==> config.mk <==
export PLATFORM = sky130hd
export DESIGN_NAME = smb_regfile
export DESIGN_NICKNAME = d
export VERILOG_FILES = /design/src/rtl/smbrf_pkg.sv /design/src/rtl/smbrf_ctrl.sv /design/src/rtl/smbrf_dp.sv /design/src/rtl/smb_regfile.sv
export SDC_FILE = /design/constraint.sdc
export NUM_CORES = 1
export LEC_CHECK = 0
export ABC_CLOCK_PERIOD_IN_PS = 4000
export BUFFER_PORTS_ARGS = -buffer_cell sky130_fd_sc_hd__buf_2
export CORE_MARGIN = 8
export CORE_UTILIZATION = 55
export CTS_BUF_LIST = sky130_fd_sc_hd__clkbuf_8
export DETAILED_ROUTE_END_ITERATION = 6
export GPL_TIMING_DRIVEN = 0
export PLACE_DENSITY = 0.85
export SLEW_MARGIN = 25
export SYNTH_ARGS = -nofsm -noshare
export SYNTH_HDL_FRONTEND = slang
export SYNTH_HIERARCHICAL = 1
export SYNTH_SLANG_ARGS = --single-unit
export TNS_END_PERCENT = 50
==> constraint.sdc <==
create_clock -name clk -period 4 [get_ports clk]
set_input_delay 0.4 -clock clk [delete_from_list [all_inputs] [get_ports clk]]
set_output_delay 0.4 -clock clk [all_outputs]
set_load 0.05 [all_outputs]
==> src/rtl/smbrf_pkg.sv <==
package smbrf_pkg;
  localparam int BYTE_W = 8;

  typedef enum logic [2:0] {
    ST_IDLE,
    ST_ADDR,
    ST_CMD,
    ST_WR,
    ST_RD
  } busState_e;

  typedef struct packed {
    logic shiftRx;
    logic loadCmd;
    logic writeByte;
    logic loadTx;
    logic shiftTx;
  } dpCtl_t;

  function automatic logic [BYTE_W-1:0] regDefault(input int idx);
    return BYTE_W'(32'hA0 + idx);
  endfunction
endpackage

==> src/rtl/smbrf_ctrl.sv <==
module smbrf_ctrl
  import smbrf_pkg::*;
#(
  parameter logic [6:0] ADDR_LO = 7'h69,
  parameter logic [6:0] ADDR_HI = 7'h6A
) (
  input  logic              clk,
  input  logic              rstN,
  input  logic              sclIn,
  input  logic              sdaIn,
  input  logic              addrSel,
  input  logic [BYTE_W-1:0] rxByte,
  input  logic              txMsb,
  output dpCtl_t            ctl,
  output logic              sdaBit,
  output logic              sdaOe,
  output busState_e         state
);
  logic [1:0] sclSync, sdaSync;
  logic       sclD, sdaD;
  logic [3:0] bitCnt;
  logic       ackDrive, txActive, hostAck;

  always_ff @(posedge clk or negedge rstN) begin
    if (!rstN) begin
      sclSync <= 2'b11;
      sdaSync <= 2'b11;
      sclD    <= 1'b1;
      sdaD    <= 1'b1;
    end else begin
      sclSync <= {sclSync[0], sclIn};
      sdaSync <= {sdaSync[0], sdaIn};
      sclD    <= sclSync[1];
      sdaD    <= sdaSync[1];
    end
  end

  logic sclNow, sdaNow, sclRise, sclFall, startCond, stopCond;
  assign sclNow    = sclSync[1];
  assign sdaNow    = sdaSync[1];
  assign sclRise   = sclNow & ~sclD;
  assign sclFall   = ~sclNow & sclD;
  assign startCond = sclNow & sclD & sdaD & ~sdaNow;
  assign stopCond  = sclNow & sclD & ~sdaD & sdaNow;
  assign sdaBit    = sdaNow;

  logic [6:0] myAddr;
  logic       addrOk, rxPhase;
  assign myAddr  = addrSel ? ADDR_HI : ADDR_LO;
  assign addrOk  = (rxByte[7:1] == myAddr);
  assign rxPhase = (state == ST_ADDR) || (state == ST_CMD) || (state == ST_WR);

  always_comb begin
    ctl = '0;
    if (!startCond && !stopCond) begin
      ctl.shiftRx   = sclRise && rxPhase && (bitCnt < 4'd8);
      ctl.loadCmd   = sclFall && (bitCnt == 4'd8) && (state == ST_CMD);
      ctl.writeByte = sclFall && (bitCnt == 4'd8) && (state == ST_WR);
      ctl.loadTx    = sclFall && (bitCnt == 4'd9) &&
                      (((state == ST_ADDR) && ackDrive && rxByte[0]) ||
                       ((state == ST_RD) && hostAck));
      ctl.shiftTx   = sclFall && (state == ST_RD) && txActive &&
                      (bitCnt >= 4'd1) && (bitCnt <= 4'd7);
    end
  end

  always_ff @(posedge clk or negedge rstN) begin
    if (!rstN) begin
      state    <= ST_IDLE;
      bitCnt   <= '0;
      ackDrive <= 1'b0;
      txActive <= 1'b0;
      hostAck  <= 1'b0;
    end else if (startCond) begin
      state    <= ST_ADDR;
      bitCnt   <= '0;
      ackDrive <= 1'b0;
      txActive <= 1'b0;
    end else if (stopCond) begin
      state    <= ST_IDLE;
      bitCnt   <= '0;
      ackDrive <= 1'b0;
      txActive <= 1'b0;
    end else if (state != ST_IDLE) begin
      if (sclRise) begin
        bitCnt <= bitCnt + 4'd1;
        if ((state == ST_RD) && (bitCnt == 4'd8)) hostAck <= ~sdaNow;
      end
      if (sclFall && (bitCnt == 4'd8)) begin
        if (state == ST_RD)                    txActive <= 1'b0;
        else if ((state != ST_ADDR) || addrOk) ackDrive <= 1'b1;
        else                                   state    <= ST_IDLE;
      end
      if (sclFall && (bitCnt == 4'd9)) begin
        bitCnt   <= '0;
        ackDrive <= 1'b0;
        case (state)
          ST_ADDR: begin
            if (rxByte[0]) begin
              state    <= ST_RD;
              txActive <= 1'b1;
            end else begin
              state <= ST_CMD;
            end
          end
          ST_CMD:  state <= ST_WR;
          ST_RD: begin
            if (hostAck) txActive <= 1'b1;
            else         state    <= ST_IDLE;
          end
          default: state <= state;
        endcase
      end
    end
  end

  assign sdaOe = ackDrive | (txActive & ~txMsb);
endmodule

==> src/rtl/smbrf_dp.sv <==
module smbrf_dp
  import smbrf_pkg::*;
#(
  parameter int NUM_REGS = 9,
  parameter int PTR_W    = 7
) (
  input  logic                       clk,
  input  logic                       rstN,
  input  dpCtl_t                     ctl,
  input  logic                       sdaBit,
  output logic [BYTE_W-1:0]          rxByte,
  output logic                       txMsb,
  output logic [NUM_REGS*BYTE_W-1:0] regOut
);
  localparam logic [BYTE_W-1:0] COUNT_BYTE = BYTE_W'(NUM_REGS);

  logic [PTR_W-1:0]  ptr;
  logic              cntPhase;
  logic [BYTE_W-1:0] txReg, rdData;

  always_comb begin
    rdData = '0;
    for (int i = 0; i < NUM_REGS; i++)
      if (ptr == PTR_W'(i)) rdData = regOut[i*BYTE_W +: BYTE_W];
  end

  always_ff @(posedge clk or negedge rstN) begin
    if (!rstN) begin
      rxByte   <= '0;
      txReg    <= '0;
      ptr      <= '0;
      cntPhase <= 1'b0;
    end else begin
      if (ctl.shiftRx) rxByte <= {rxByte[BYTE_W-2:0], sdaBit};
      if (ctl.loadCmd) begin
        ptr      <= rxByte[7] ? rxByte[PTR_W-1:0] : '0;
        cntPhase <= ~rxByte[7];
      end
      if (ctl.writeByte) begin
        if (cntPhase) cntPhase <= 1'b0;
        else          ptr      <= ptr + 1'b1;
      end
      if (ctl.loadTx) begin
        if (cntPhase) begin
          txReg    <= COUNT_BYTE;
          cntPhase <= 1'b0;
        end else begin
          txReg <= rdData;
          ptr   <= ptr + 1'b1;
        end
      end else if (ctl.shiftTx) begin
        txReg <= {txReg[BYTE_W-2:0], 1'b0};
      end
    end
  end

  assign txMsb = txReg[BYTE_W-1];

  for (genvar g = 0; g < NUM_REGS; g++) begin : g_reg
    always_ff @(posedge clk or negedge rstN) begin
      if (!rstN)
        regOut[g*BYTE_W +: BYTE_W] <= regDefault(g);
      else if (ctl.writeByte && !cntPhase && (ptr == PTR_W'(g)))
        regOut[g*BYTE_W +: BYTE_W] <= rxByte;
    end
  end
endmodule

==> src/rtl/smb_regfile.sv <==
module smb_regfile
  import smbrf_pkg::*;
#(
  parameter int         NUM_REGS = 9,
  parameter logic [6:0] ADDR_LO  = 7'h69,
  parameter logic [6:0] ADDR_HI  = 7'h6A
) (
  input  logic                       clk,
  input  logic                       rstN,
  input  logic                       sclIn,
  input  logic                       sdaIn,
  output logic                       sdaOe,
  output logic                       sdaOut,
  input  logic                       addrSel,
  output logic [NUM_REGS*BYTE_W-1:0] regOut
);
  dpCtl_t            ctl;
  logic              sdaBit, txMsb;
  logic [BYTE_W-1:0] rxByte;
  busState_e         busState;

  smbrf_ctrl #(.ADDR_LO(ADDR_LO), .ADDR_HI(ADDR_HI)) u_ctrl (
    .clk(clk), .rstN(rstN), .sclIn(sclIn), .sdaIn(sdaIn), .addrSel(addrSel),
    .rxByte(rxByte), .txMsb(txMsb), .ctl(ctl), .sdaBit(sdaBit),
    .sdaOe(sdaOe), .state(busState)
  );

  smbrf_dp #(.NUM_REGS(NUM_REGS), .PTR_W(7)) u_dp (
    .clk(clk), .rstN(rstN), .ctl(ctl), .sdaBit(sdaBit),
    .rxByte(rxByte), .txMsb(txMsb), .regOut(regOut)
  );

  assign sdaOut = 1'b0;
endmodule

==> flow_summary.json, run 1 <==
{
  "ant_nets": 0,
  "routedWlPerCell_um": 20.9,
  "reg2regPathDepth": 8,
  "syn_inst": 511,
  "syn-cell-area_mm2": 0.00573,
  "cp-startpoint": "u_ctrl/sclD",
  "grt_max_degree": 76,
  "drt_iter0_drc": 555,
  "hold_path.startpoint": "sclIn",
  "diodes": 0,
  "clk_latency_ns": 0.37,
  "irDropWorstVdd_uv": 231,
  "dr_total_vias": 4659,
  "ys.flop_type": "dfrtp_1",
  "worst-path-max-fanout": 8,
  "synth_top_area_share_pct": 32.8,
  "r2r_start": "u_ctrl/sclD",
  "dieArea_mm2": 0.0139,
  "setup-tns-final_ns": 0,
  "maxCapViolCount": 0,
  "ys_seq_area_share_pct": 49.7,
  "syn_area_per_cell_um2": 11.2,
  "drive_gt1_share_pct": 38.9,
  "routed_wl_mm": 15.5,
  "viasPerCell": 6.28,
  "path_depth": 8,
  "synth-edff-count": 0,
  "tightest_slew_ns": 0.714,
  "finalSetupViolCount": 0,
  "root_buffer": "clkbuf_8",
  "slew_viol_final": 0,
  "final.setup.worst_slack_ns": 1.09,
  "yosysWarnings": 6,
  "power_leakage_nw": 3.13,
  "min_period_ns": 2.91,
  "rows": 37,
  "cp_cell_sequence": "nor2b_2 > and3_1 > nand2_1 > nor2_1 > nor2b_1 > clkbuf_1 > nand4_1 > mux2_2",
  "track_usage_pct": 22.2,
  "placed_cells": 725,
  "clock_skew_ns": 0.0191,
  "syn-num-nets": 524,
  "grt_pass1_vias": 4847,
  "antenna_found_initial": 0,
  "ctsLongestPathBuffers": 2,
  "crit_family": "simple AND/OR/NAND/NOR gates",
  "ios": 79,
  "first_pass_iters": 5,
  "gp_congestion": 0.935,
  "cts_setup_buffers": 0,
  "worstPathRequired_ns": 4.26,
  "critPathSlowestCell": "dfstp_2",
  "crit_buf_inv": 1,
  "rsz0062_at_grt": "no",
  "finalNonFillerCells": 742,
  "hold_depth": 1,
  "place_ws_ns": 1.25,
  "port_buffers": 77,
  "grt_pass1_wl_mm": 25.1,
  "start_kind": "flop",
  "power.density_mw_per_mm2": 358,
  "nets": 614,
  "die_x_um": 118,
  "start_util_pct": 56.0,
  "cp.arrival_ns": 3.18,
  "die_h_um": 118,
  "crit_path_max_incr_delay_ns": 0.55,
  "hold_path.class": "primary input to flop",
  "coreArea_mm2": 0.0102,
  "period_share_pct": 72.9,
  "cts.clk_slew.worst_paths_ns": 0.11,
  "ff2ff_setup_slack_ns": 1.09,
  "critical_path.endpoint_type": "flop",
  "place_hpwl_mm": 11.0,
  "overflow": 0,
  "hold_violations": 0,
  "cts_tree": "done",
  "ys_types": 66,
  "synth.largest_area_cell": "dfrtp_1",
  "status": "completed",
  "max_slew_margin_pct": 52.0,
  "clock.fmax_ghz": 0.343,
  "area_growth_pct": 14.4,
  "ys_top_cells_by_area": "dfrtp_1 (33%), dfstp_2 (17%), mux2_2 (16%), a21oi_1 (2.4%), nand2_1 (2.2%)",
  "numClockSinks": 112,
  "worstSetupPathType": "flop to flop",
  "h-tree-depth": 3,
  "ys_seq_elements": 112,
  "async_reset_ff_share_pct": 100,
  "cts_made_buffers": 9,
  "drc": 0
}
==> cells by family (layout without fill, tap and decap cells) <==
kind of cell	Yosys count	count (layout)	share of synthesized area [%]
AO/OA/AOI/OAI	119	119	14.8
XOR/XNOR	3	3	0.459
adder cells (fa/ha/maj)	8	8	1.75
buffers and inverters	46	141	3.47
flip-flops	112	112	49.7
multiplexers	83	83	16.2
other	1	1	0.0655
AND/OR/NAND/NOR	139	139	13.5
==> what timing repair did <==
action / in CTS / in global routing
hold buffers: 1 / 0
setup endpoints to repair: 0 / 0
gates resized for setup: 0 / 0
hold endpoints to repair: 23 / 0
==> synthesized netlist by cell type, types with 2 or more instances <==
cell,number
mux2_2,80
nand4_1,5
buf_4,3
nand3b_1,4
nand2_1,33
nor4_1,3
a21o_1,5
and3_1,11
a211oi_1,8
a21oi_1,28
nor2_2,2
dfrtp_1,75
o211ai_1,8
nand4b_1,2
nor2_1,14
a221oi_1,6
ha_1,8
o221ai_1,3
nor3b_1,5
a221o_1,6
nor3_1,10
or3_1,4
o21ai_1,2
o21ai_0,24
o211a_1,3
xor2_1,2
clkbuf_1,23
buf_2,6
nor2b_1,8
a211oi_2,3
inv_1,12
mux2i_1,3
o21a_1,2
a211o_1,3
a31oi_1,3
nor2b_4,2
nand2b_1,9
nand3_1,16
and2_1,3
o31ai_1,2
dfstp_2,37
==> path summary, 6_finish.rpt <==
path                                          end
worst min-delay path            u_ctrl/sclSync[0]
worst max register to register    u_dp/regOut[12]
min in group asynchronous          u_dp/rxByte[1]
worst max-delay path              u_dp/regOut[12]
worst min register to register  u_ctrl/sclSync[1]
max in group asynchronous         u_dp/regOut[31]
==> power by group <==
| part | switching (mW) | internal, mW | leakage (nW) |
|---|---|---|---|
| clock | 0.406 | 0.361 | 0.112 |
| combinational | 0.232 | 0.112 | 1.59 |
| sequential | 0.0546 | 1.18 | 1.42 |
| total | 0.693 | 1.65 | 3.13 |
==> flip-flops by register name (all words and copies together) (netlist names), 2 cells and up <==
register / cells
u_dp/regOut: 72
u_ctrl/sdaSync: 2
u_ctrl/bitCnt: 4
u_dp/txReg: 8
u_ctrl/state: 3
u_dp/rxByte: 8
u_dp/ptr: 7
u_ctrl/sclSync: 2
==> metal layers <==
metal | wire, µm | global-route usage [%]
met1 | 6520 | 29.0
met3 | 1380 | 5.42
met5 | 0 | 0
met4 | 471 | 9.77
met2 | 7130 | 34.1
==> cells in the final DEF (no fill, tap or decap), types with 9 or more instances in the layout <==
cell type	n
buf_2	82
mux2_2	80
dfrtp_1	75
dfstp_2	37
nand2_1	33
a21oi_1	28
o21ai_0	24
clkbuf_1	23
nand3_1	16
nor2_1	14
inv_1	12
and3_1	11
nor3_1	10
clkbuf_8	9
nand2b_1	9
==> final cells by class <==
| cell class | count | area (µm²) |
|---|---|---|
| buffer | 34 | 154 |
| clock buffer | 9 | 124 |
| clock inverter | 7 | 101 |
| fill | 813 | 3680 |
| inverter | 12 | 45.0 |
| multi-input combinational | 353 | 2680 |
| sequential | 112 | 2850 |
| tap | 136 | 170 |
| timing repair buffer | 79 | 429 |
==> worst register-to-register path, stage by stage, from the launching register on <==
cell and delay [ns]:
dfstp_2 0.55, nor2b_2 0.21, and3_1 0.23, nand2_1 0.11
nor2_1 0.28, nor2b_1 0.17, clkbuf_1 0.29, nand4_1 0.51
mux2_2 0.45
==> stage by stage <==
stage / hold WS [ns] / power [mW] / cell area, µm² / util [%]
floorplan: 0.104 / 1.45 / 5730 / -
global placement: 0.346 / 1.57 / 6280 / 61.4
detailed placement: 0.324 / 1.60 / 6320 / 61.8
CTS: 0.102 / 2.36 / 6550 / 64.1
global route: 0.0933 / 2.44 / 6550 / 64.1
finish: 0.110 / 2.35 / 6550 / 64.1
(Power assumes the default switching activity.)
==> run 2, diff against run 1 <==
- ABC_AREA: not set -> 1
- ABC_CLOCK_PERIOD_IN_PS: 4000 -> 3000
- clock period: 4 -> 3 ns (I/O delays scaled with it)
==> run 2 against run 1 <==
  * Sequential power grew 35%
  * Clock skew down 0.011 ns
  * Combinational power increased by 74%
  * Cell area rose by 0.29%
  * Synthesized area is 1.3% higher
  * Register-to-register slack got worse by 0.72 ns
  * Fmax is 11% higher
  * Synthesized cell count increased by 36%
  * Non-clock buffer count is 10 lower
  * First-iteration DRC count fell by 34%
  * Critical endpoint is now u_dp/regOut[18]
  * Largest cell class unchanged
  * Largest power group unchanged
==> flow_summary.json, run 2 <==
{
  "ctsLongestPathBuffers": 2,
  "routed_wl_mm": 15.0,
  "yosysWarnings": 6,
  "crit_end": "u_dp/regOut[18]",
  "syn_area_per_cell_um2": 8.35,
  "syn-cell-area_mm2": 0.00580,
  "ys_top_cells_by_area": "dfrtp_1 (32%), dfstp_2 (17%), nand2_1 (13%), o21ai_0 (7.0%), inv_1 (3.6%)",
  "die_h_um": 119,
  "met1_usage_pct": 27.3,
  "first_pass_iters": 5,
  "top_register": "u_dp/regOut",
  "h-tree-depth": 3,
  "ant_nets": 0,
  "hold_path.class": "primary input to flop",
  "coreArea_mm2": 0.0103,
  "grt_pass1_vias": 4945,
  "die_x_um": 119,
  "whs_ns": 0.0193,
  "diodes": 0,
  "power_leakage_nw": 3.20,
  "rows": 37,
  "synth.cells.most_frequent": "nand2_1 (200), o21ai_0 (81), dfrtp_1 (75), inv_1 (56), nand3_1 (38)",
  "period_share_pct": 87.8,
  "syn_inst": 695,
  "worstSetupPathType": "flop to flop",
  "ys_types": 42,
  "mostFrequentLayoutCell": "nand2_1",
  "synth-edff-count": 0,
  "reg2regPathDepth": 12,
  "met2_usage_pct": 35.1,
  "largest_register_ffs": 72,
  "gp_congestion": 0.900,
  "syn-num-nets": 708,
  "port_buffers": 77,
  "numClockSinks": 112,
  "r2r_start": "u_ctrl/bitCnt[0]",
  "area_growth_pct": 13.2,
  "dieArea_mm2": 0.0141,
  "start_util_pct": 56.5,
  "grt.busiest_layer": "met2",
  "cts.clk_slew.worst_paths_ns": 0.10,
  "start_kind": "flop",
  "slew_viol_final": 0,
  "cp-startpoint": "u_ctrl/bitCnt[0]",
  "overflow": 0,
  "critical_path.endpoint_type": "flop",
  "viasPerCell": 5.56,
  "clock.fmax_ghz": 0.379,
  "min_period_ns": 2.64,
  "final_util_pct": 64.0,
  "nets": 799,
  "placed_cells": 909,
  "async_reset_ff_share_pct": 100,
  "place_hpwl_mm": 10.9,
  "drc": 0,
  "synth_top_area_share_pct": 32.3,
  "finalSetupViolCount": 0,
  "hold_violations": 0,
  "ys.flop_type": "dfrtp_1",
  "ys_seq_area_share_pct": 49.1,
  "ys_seq_elements": 112,
  "ios": 79,
  "ff2ff_setup_slack_ns": 0.36,
  "finalNonFillerCells": 926,
  "cts_setup_buffers": 0,
  "cp.arrival_ns": 2.85,
  "root_buffer": "clkbuf_8",
  "power.density_mw_per_mm2": 463,
  "place_ws_ns": 0.415,
  "drt_iter0_drc": 365,
  "antenna_found_initial": 0,
  "worstPathRequired_ns": 3.22,
  "synth.largest_area_cell": "dfrtp_1",
  "dr_total_vias": 5146,
  "setup-tns-final_ns": 0,
  "synth.most_common_cell": "nand2_1",
  "irDropWorstVdd_uv": 309,
  "maxCapViolCount": 0,
  "track_usage_pct": 21.5,
  "final_cell_mix": "nand2_1 (200), buf_2 (83), o21ai_0 (81), dfrtp_1 (75), inv_1 (60)",
  "cts_tree": "done",
  "worst-path-max-fanout": 10,
  "grt_max_degree": 66,
  "routedWlPerCell_um": 16.2,
  "reg_top3": "u_dp/regOut (72), u_dp/rxByte (8), u_dp/txReg (8)",
  "clk_latency_ns": 0.37,
  "status": "completed",
  "drive_gt1_share_pct": 26.5,
  "max_slew_margin_pct": 40.8,
  "grtUsageMet3_pct": 3.66,
  "rsz0062_at_grt": "no",
  "tightest_slew_ns": 0.885,
  "cts_made_buffers": 9,
  "reg2reg_to": "u_dp/regOut[18]",
  "grt_pass1_wl_mm": 24.7,
  "final.setup.worst_slack_ns": 0.365,
  "clock_skew_ns": 0.00830
}
run 2: power by group:
part	internal (mW)	switching, mW
registers	1.59	0.0808
clock network	0.308	0.467
logic	0.132	0.466
run 2: stage by stage:
step | area (µm²) | total power [mW]
after floorplan | 5800 | 2.03
after global placement | 6360 | 2.25
after detailed placement | 6390 | 2.28
after CTS | 6560 | 3.06
after global routing | 6570 | 3.18
final | 6570 | 3.04
run 2: worst max-delay path, cell delays in order, from the launching register on:
cell      delay, ns
dfrtp_1        0.41
inv_1          0.17
ha_1           0.21
nand2_1        0.07
nor2_2         0.13
inv_2          0.07
nor4_1         0.18
inv_1          0.14
nor2_4         0.30
nand4_1        0.34
clkbuf_1       0.28
nand2_1        0.09
o21ai_0        0.07
run 2: cell families (layout without fill, tap and decap cells):
family | count (synthesis) | in the layout | share of synthesized area [%]
fa+ha+maj | 8 | 8 | 1.72
simple gates | 328 | 328 | 27.0
buf+inv | 92 | 187 | 6.94
flops | 112 | 112 | 49.1
other cells | 1 | 1 | 0.0646
compound gates | 150 | 150 | 14.6
xor+xnor | 4 | 4 | 0.604
run 2: worst min-delay path by stage:
stage	from	to	slack, ns	cells past startpoint
floorplan	rstN	u_ctrl/ackDrive	0.004	0
global placement	u_ctrl/sdaSync[0]	u_ctrl/sdaSync[1]	0.35	0
detailed placement	rstN	u_dp/regOut[10]	0.26	1
CTS	sclIn	u_ctrl/sclSync[0]	0.0006	1
global route	sdaIn	u_ctrl/sdaSync[0]	0.001	1
finish	sdaIn	u_ctrl/sdaSync[0]	0.02	1
run 2: metal layers:
metal  share of wire [%]  vias to the layer above
met1                  41                     2430
met3                 8.3                       34
met2                  47                      236
met4                 3.2                        0
met5                   0                        -
li1                    -                     2446
run 2: final cells by class:
class | count | area [µm²]
Multi-Input combinational cell | 491 | 2550
Inverter | 69 | 267
Tap cell | 136 | 170
Sequential cell | 112 | 2850
Fill cell | 867 | 3700
Clock inverter | 5 | 20.0
Timing Repair Buffer | 80 | 439
Buffer | 23 | 136
Clock buffer | 10 | 138
run 2: repair_timing:
action | CTS | global route
gates resized for setup | 0 | 0
hold buffers | 1 | 1
endpoints found under the hold margin | 24 | 1
